## config.mk

```make
export PLATFORM = sky130hd
export DESIGN_NAME = pvic_top
export DESIGN_NICKNAME = d
export VERILOG_FILES = /design/src/rtl/pvic_pkg.sv /design/src/rtl/pvic_arbiter.sv /design/src/rtl/pvic_lvl_stack.sv /design/src/rtl/pvic_handshake.sv /design/src/rtl/pvic_top.sv
export SDC_FILE = /design/constraint.sdc
export NUM_CORES = 1
export LEC_CHECK = 0
export ABC_AREA = 1
export BUFFER_PORTS_ARGS = -buffer_cell sky130_fd_sc_hd__clkbuf_2
export CORE_ASPECT_RATIO = 2
export CORE_UTILIZATION = 55
export DETAILED_ROUTE_END_ITERATION = 10
export GPL_ROUTABILITY_DRIVEN = 0
export PLACE_DENSITY = 0.73
export SETUP_SLACK_MARGIN = 0.3
export SLEW_MARGIN = 10
export SYNTH_ARGS = -nofsm -noshare
export SYNTH_HDL_FRONTEND = slang
export SYNTH_SLANG_ARGS = --single-unit
```

## constraint.sdc

```tcl
create_clock -name clk -period 9.3 [get_ports clk]
set_clock_uncertainty 0.1 [all_clocks]
set_input_delay 0.465 -clock clk [delete_from_list [all_inputs] [get_ports clk]]
set_output_delay 0.465 -clock clk [all_outputs]
set_load 0.1 [all_outputs]
```

## src/rtl/pvic_pkg.sv

```systemverilog
package pvic_pkg;
  typedef enum logic [1:0] {
    ST_IDLE = 2'd0,
    ST_ACK  = 2'd1,
    ST_DISP = 2'd2
  } hs_state_t;
endpackage

```

## src/rtl/pvic_arbiter.sv

```systemverilog
module pvic_arbiter #(
  parameter int N     = 8,
  parameter int LVL_W = 4
) (
  input  logic [N-1:0]     req,
  input  logic             nmi,
  input  logic [LVL_W-1:0] cur_lvl,
  output logic             win_valid,
  output logic [N:0]       win_sel,
  output logic [LVL_W-1:0] win_lvl
);
  localparam logic [LVL_W-1:0] NMI_LVL = LVL_W'(N + 1);

  logic [LVL_W-1:0] line_lvl [N];
  logic [N-1:0]     best_sel;
  logic [LVL_W-1:0] best_lvl;
  logic             any_req;

  for (genvar g = 0; g < N; g++) begin : g_lvl
    assign line_lvl[g] = LVL_W'(N - g);
  end

  // lowest index wins: scan downwards, last hit stays
  always_comb begin
    best_sel = '0;
    best_lvl = '0;
    any_req  = 1'b0;
    for (int i = N - 1; i >= 0; i--) begin
      if (req[i]) begin
        best_sel    = '0;
        best_sel[i] = 1'b1;
        best_lvl    = line_lvl[i];
        any_req     = 1'b1;
      end
    end
  end

  always_comb begin
    if (nmi && (cur_lvl != NMI_LVL)) begin
      win_sel    = '0;
      win_sel[N] = 1'b1;
      win_lvl    = NMI_LVL;
      win_valid  = 1'b1;
    end else begin
      win_sel   = {1'b0, best_sel};
      win_lvl   = best_lvl;
      win_valid = any_req && (best_lvl > cur_lvl);
    end
  end
endmodule

```

## src/rtl/pvic_lvl_stack.sv

```systemverilog
module pvic_lvl_stack #(
  parameter int DEPTH = 9,
  parameter int LVL_W = 4
) (
  input  logic             clk,
  input  logic             rst,
  input  logic             push,
  input  logic [LVL_W-1:0] push_lvl,
  input  logic             pop,
  output logic [LVL_W-1:0] top_lvl
);
  localparam int CNT_W = $clog2(DEPTH + 1);
  localparam int IDX_W = (DEPTH > 1) ? $clog2(DEPTH) : 1;

  logic [LVL_W-1:0] mem [DEPTH];
  logic [CNT_W-1:0] cnt;
  logic             pop_eff;
  logic [IDX_W-1:0] wr_idx;
  logic [IDX_W-1:0] top_idx;

  assign pop_eff = pop && (cnt != '0);
  assign wr_idx  = IDX_W'(cnt);
  assign top_idx = IDX_W'(cnt - 1'b1);
  assign top_lvl = (cnt == '0) ? '0 : mem[top_idx];

  always_ff @(posedge clk) begin
    if (rst) begin
      cnt <= '0;
      for (int i = 0; i < DEPTH; i++) mem[i] <= '0;
    end else begin
      unique case ({push, pop_eff})
        2'b10: if (cnt < CNT_W'(DEPTH)) begin
          mem[wr_idx] <= push_lvl;
          cnt         <= cnt + 1'b1;
        end
        2'b01: cnt <= cnt - 1'b1;
        2'b11: mem[top_idx] <= push_lvl;
        default: ;
      endcase
    end
  end

  AST_STACK_NO_OVERFLOW: assert property (@(posedge clk) disable iff (rst)
    (push && !pop_eff) |-> (cnt < CNT_W'(DEPTH)));
  AST_POP_LOWERS_LEVEL: assert property (@(posedge clk) disable iff (rst)
    (pop_eff && !push && cnt > CNT_W'(1)) |=> (top_lvl < $past(top_lvl)));
endmodule

```

## src/rtl/pvic_handshake.sv

```systemverilog
module pvic_handshake
  import pvic_pkg::*;
#(
  parameter int N       = 8,
  parameter int VEC_W   = 8,
  parameter int LVL_W   = 4,
  parameter int TIMEOUT = 16
) (
  input  logic             clk,
  input  logic             rst,
  input  logic             win_valid,
  input  logic [N:0]       win_sel,
  input  logic [LVL_W-1:0] win_lvl,
  input  logic             cpu_ready,
  input  logic             vec_valid,
  input  logic [VEC_W-1:0] vec_in,
  output logic [N:0]       ack_sel,
  output logic             int_valid,
  output logic [VEC_W-1:0] int_vec,
  output logic             push,
  output logic [LVL_W-1:0] push_lvl,
  output logic             bus_err
);
  localparam int TMR_W = $clog2(TIMEOUT + 1);
  localparam logic [TMR_W-1:0] TMR_LAST = TMR_W'(TIMEOUT - 1);

  hs_state_t        st;
  logic [N:0]       sel_q;
  logic [LVL_W-1:0] lvl_q;
  logic [VEC_W-1:0] vec_q;
  logic [TMR_W-1:0] tmr;

  always_ff @(posedge clk) begin
    if (rst) begin
      st      <= ST_IDLE;
      sel_q   <= '0;
      lvl_q   <= '0;
      vec_q   <= '0;
      tmr     <= '0;
      bus_err <= 1'b0;
    end else begin
      bus_err <= 1'b0;
      unique case (st)
        ST_IDLE: if (win_valid && cpu_ready) begin
          st    <= ST_ACK;
          sel_q <= win_sel;
          lvl_q <= win_lvl;
          tmr   <= '0;
        end
        ST_ACK: if (vec_valid) begin
          vec_q <= vec_in;
          st    <= ST_DISP;
        end else if (tmr == TMR_LAST) begin
          bus_err <= 1'b1;
          sel_q   <= '0;
          st      <= ST_IDLE;
        end else begin
          tmr <= tmr + 1'b1;
        end
        ST_DISP: if (cpu_ready) begin
          sel_q <= '0;
          st    <= ST_IDLE;
        end
        default: st <= ST_IDLE;
      endcase
    end
  end

  assign ack_sel   = (st == ST_ACK) ? sel_q : '0;
  assign int_valid = (st == ST_DISP);
  assign int_vec   = vec_q;
  assign push      = int_valid && cpu_ready;
  assign push_lvl  = lvl_q;

  AST_ACK_ONEHOT: assert property (@(posedge clk) disable iff (rst)
    $onehot0(ack_sel));
  AST_ACK_AFTER_READY: assert property (@(posedge clk) disable iff (rst)
    $rose(|ack_sel) |-> $past(cpu_ready));
  AST_OFFER_HELD: assert property (@(posedge clk) disable iff (rst)
    (int_valid && !cpu_ready) |=> (int_valid && $stable(int_vec)));
  AST_ERR_ONE_CYCLE: assert property (@(posedge clk) disable iff (rst)
    bus_err |=> !bus_err);
  AST_ERR_FROM_ACK: assert property (@(posedge clk) disable iff (rst)
    bus_err |-> ($past(|ack_sel) && !int_valid && ack_sel == '0));
endmodule

```

## src/rtl/pvic_top.sv

```systemverilog
module pvic_top #(
  parameter int N       = 8,
  parameter int VEC_W   = 8,
  parameter int TIMEOUT = 16
) (
  input  logic             clk,
  input  logic             rst,
  input  logic [N-1:0]     irq_req,
  input  logic             nmi_req,
  output logic [N-1:0]     irq_ack,
  output logic             nmi_ack,
  input  logic             vec_valid,
  input  logic [VEC_W-1:0] vec_in,
  output logic             int_valid,
  output logic [VEC_W-1:0] int_vec,
  input  logic             cpu_ready,
  input  logic             eoi,
  output logic             bus_err
);
  localparam int LVL_W = $clog2(N + 2);
  localparam int DEPTH = N + 1;
  localparam logic [LVL_W-1:0] NMI_LVL = LVL_W'(N + 1);

  logic             win_valid;
  logic [N:0]       win_sel;
  logic [LVL_W-1:0] win_lvl;
  logic [LVL_W-1:0] cur_lvl;
  logic [N:0]       ack_sel;
  logic             push;
  logic [LVL_W-1:0] push_lvl;

  pvic_arbiter #(.N(N), .LVL_W(LVL_W)) u_arb (
    .req(irq_req), .nmi(nmi_req), .cur_lvl(cur_lvl),
    .win_valid(win_valid), .win_sel(win_sel), .win_lvl(win_lvl)
  );

  pvic_handshake #(.N(N), .VEC_W(VEC_W), .LVL_W(LVL_W), .TIMEOUT(TIMEOUT)) u_hs (
    .clk(clk), .rst(rst),
    .win_valid(win_valid), .win_sel(win_sel), .win_lvl(win_lvl),
    .cpu_ready(cpu_ready), .vec_valid(vec_valid), .vec_in(vec_in),
    .ack_sel(ack_sel), .int_valid(int_valid), .int_vec(int_vec),
    .push(push), .push_lvl(push_lvl), .bus_err(bus_err)
  );

  pvic_lvl_stack #(.DEPTH(DEPTH), .LVL_W(LVL_W)) u_stk (
    .clk(clk), .rst(rst),
    .push(push), .push_lvl(push_lvl), .pop(eoi), .top_lvl(cur_lvl)
  );

  assign irq_ack = ack_sel[N-1:0];
  assign nmi_ack = ack_sel[N];

  AST_GRANT_ABOVE_LEVEL: assert property (@(posedge clk) disable iff (rst)
    $rose(|ack_sel) |-> $past(win_lvl > cur_lvl));
  AST_NMI_FIRST: assert property (@(posedge clk) disable iff (rst)
    (nmi_req && cur_lvl != NMI_LVL) |-> (win_valid && win_sel[N]));
  AST_RESET_QUIET: assert property (@(posedge clk)
    $past(rst) |-> (ack_sel == '0 && !int_valid && !bus_err && cur_lvl == '0));
endmodule

```

==> metrics.md <==
| Metric | Value |
|---|---|
| Postcts setup bufs | `0` |
| Syn Area/Cell | `between 7 and 8 um2` |
| Initial core utilization | `0.573` |
| RSZ-0062 raised after global routing | `false` |
| Largest net degree at the start of global routing | `38` |
| Antenna Violating Nets Remaining | `0` |
| Max Cap Violations | `0` |
| Final instance area | `roughly 5500 um2` |
| Sequential area share after synthesis | `0.517` |
| Family with the most delay on the worst path | `simple AND/OR/NAND/NOR gates` |
| Post-DP HPWL | `a little over 9 mm` |
| Die area | `~9500 um2` |
| # hold bufs at CTS | `0` |
| CP endpoint kind | `flop` |
| Synth warn | `0` |
| Crit Path Category | `reg2reg` |
| Register area | `about 2600 um2` |
| Worst-Skew Late Latency | `about 0.35 ns` |
| IO Port Bufs | `40` |
| Critical path fanouts, max | `35` |
| Count of cell types in the netlist | `30` |
| Share of layout cells above drive strength 1 | `0.0990` |
| CP Cell Sequence | `inv_2, ha_1, inv_1, nand3_1, nand3_1, nand3_1, nand2_1, nor2_2, inv_1, ha_1, a21oi_1, nand2_1, nand3_1, nand2_1, nand2_1, nand2_2, nand2_2, inv_1, nor2_1, nor2_1` |
| CTS resizes | `0` |
| N_diodes | `0` |
| Placed cell count | `around 750` |
| Final core utilization | `0.629` |
| Period utilization | `0.451` |
| Core area | `8710 um2` |
| Placed Instance Area | `between 5000 and 6000 um2` |
| Overall Global Routing Usage | `0.270` |
| DR DRC count | `0` |
| Clock buffer depth | `2` |
| I/O pins | `41` |
| CTS tree | `done` |
| Max incr delay on CP | `about 0.70 ns` |
| Final-layout fill cell count | `759` |
| Clk slew on worst S/H paths | `0.07 ns` |
| Pre-Repair DR Iteration Count | `8` |
| CTS HTree Levels | `3` |
| Total power | `between 1500 and 2000 uW` |
| Die height | `between 100 and 150 um` |
| Cells after Synth | `~630` |
| Fmax | `0.238 GHz` |
| Global-route wire length before repair | `~19 mm` |
| Layout Cells excl Fill | `between 700 and 800` |
| CTS Root Cell | `clkbuf_16` |
| Period minus WS final | `between 4 and 5 ns` |
| Post-synthesis async set-or-reset flop share | `0` |
| Critical path's slowest cell | `ha_1` |
| DR vias | `4259` |
| Drt via density | `5.55` |
| Row count | `between 40 and 50` |
| Area of the multi-input gates | `~2000 um2` |
| Worst Path Buf+Inv | `4` |
| Hold Crit Class | `in2reg` |
| Area grow syn2layout | `9.65%` |
| Worst vdd ir | `between 200 and 250 uV` |
| Total gr overflow | `0` |
| Syn Nets | `~670` |
| Slew HR | `0.303` |
| Cell Area, Synth | `about 5000 um2` |
| CP arrival | `between 4 and 5 ns` |
| Routed WL per cell | `roughly 16 um` |
| Critical Path RT | `about 9.4 ns` |
| Count of final hold-check violations | `0` |
| Startpoint types | `flop` |
| Status | `finished clean` |
| Leak pwr | `approximately 0.0024 uW` |
| Final Max Slew Viols | `0` |
| Vias in the first global route | `4126` |
| Setup TNS | `0 ns` |
| Final wirelength | `roughly 12 mm` |
| Die Wd | `69.4 um` |
| Final setup viols | `0` |
| Total CTS buffers | `9` |
| Main flop type after synthesis | `edfxtp_1` |
| Worst slew pin tran | `a little over 1 ns` |
| Initial DRC Count | `386` |
| Final net count | `696` |
| Power Density | `329 nW/um2` |
| Initial antenna violation count | `0` |
| EDFF count, synth | `64` |
| Yosys reg bits | `slightly below 100` |
| CTS sink cnt | `97` |
[power breakdown]
part	total, uW	internal, uW	switching, uW
Combinational	892	242	650
Sequential	566	519	46.9
Clock	343	182	161
[placed cells by master, fill, tap and decap left out]
cell type / instances
nor2_2: 1
clkinvlp_4: 2
ha_1: 12
o211ai_1: 3
nor4_1: 1
nor2_1: 109
nand2_2: 2
nor3_2: 1
nand2_1: 168
nor3_1: 9
a21oi_1: 13
buf_4: 1
edfxtp_1: 64
o21bai_2: 1
clkbuf_1: 1
xor2_1: 3
clkinv_2: 1
clkinv_1: 6
nand3_1: 69
inv_2: 2
o21ai_0: 19
a221oi_1: 2
nand3_2: 1
o21ai_2: 1
dfxtp_1: 33
nand4_1: 14
inv_1: 74
clkbuf_2: 40
o21ai_1: 1
nor3_4: 1
clkinvlp_2: 1
inv_6: 2
clkbuf_16: 9
[cell type report]
type / count / share of cell area
flip-flops and latches: 97 / 0.472
multi-input cells: 431 / 0.362
inverters: 82 / 0.0562
clock buffers: 10 / 0.0418
repair buffers: 41 / 0.0379
well taps: 100 / 0.0229
clock inverters: 6 / 0.00777
[cells in the mapped netlist, types with 6 or more instances]
library cell | count | area (um2)
a21oi_1 | 13 | 65.1
buf_2 | 8 | 40.0
clkbuf_1 | 6 | 22.5
clkinv_1 | 6 | 22.5
dfxtp_1 | 33 | 661
edfxtp_1 | 64 | 1920
ha_1 | 12 | 150
inv_1 | 74 | 278
nand2_1 | 168 | 631
nand3_1 | 69 | 345
nand4_1 | 14 | 87.6
nor2_1 | 109 | 409
nor3_1 | 9 | 45.0
o21ai_0 | 19 | 95.1
[per-layer routing]
metal / track usage / share of wire
met4: 0.181 / 0.052
met5: 0 / 0
met1: 0.253 / 0.35
met3: 0.0398 / 0.028
met2: 0.526 / 0.57
[kinds of logic (layout without fill, tap and decap cells)]
kind of cell,Yosys count,after routing,synth area share
AO/OA/AOI/OAI,40,40,0.0451
XOR/XNOR,3,3,0.00526
adder cells (fa/ha/maj),12,12,0.0301
buffers and inverters,103,139,0.0862
flip-flops,97,97,0.517
AND/OR/NAND/NOR,376,376,0.316
[stage by stage]
stage          hold slack (ns)  setup slack [ns]
2_1_floorplan            0.355              6.30
3_3_place_gp             0.368              5.41
3_5_place_dp             0.380              5.23
4_1_cts                  0.200              5.22
5_1_grt                  0.209              4.67
6_report                 0.208              5.10
[worst paths after layout]
path                           startpoint                      endpoint  slack (ns)  depth (start not counted)
max             u_stk.cnt[0]$_SDFFE_PP0P_      u_hs.tmr[0]$_SDFFE_PP0P_        5.10                         20
min                             vec_valid       u_hs.bus_err$_SDFF_PP0_        0.21                          2
max reg2reg     u_stk.cnt[0]$_SDFFE_PP0P_      u_hs.tmr[0]$_SDFFE_PP0P_        5.10                         20
min reg2reg  u_hs.int_vec[0]$_SDFFE_PP0P_  u_hs.int_vec[0]$_SDFFE_PP0P_        0.40                          2
[sequential cells by signal, summed over array words and instances (netlist names)]
name / cells
u_hs.tmr: 5
u_hs.bus_err: 1
u_hs.st: 2
u_stk.mem: 64
u_hs.int_vec: 8
u_hs.push_lvl: 4
u_hs.sel_q: 9
u_stk.cnt: 4
Power figures use the tool's default switching activity.
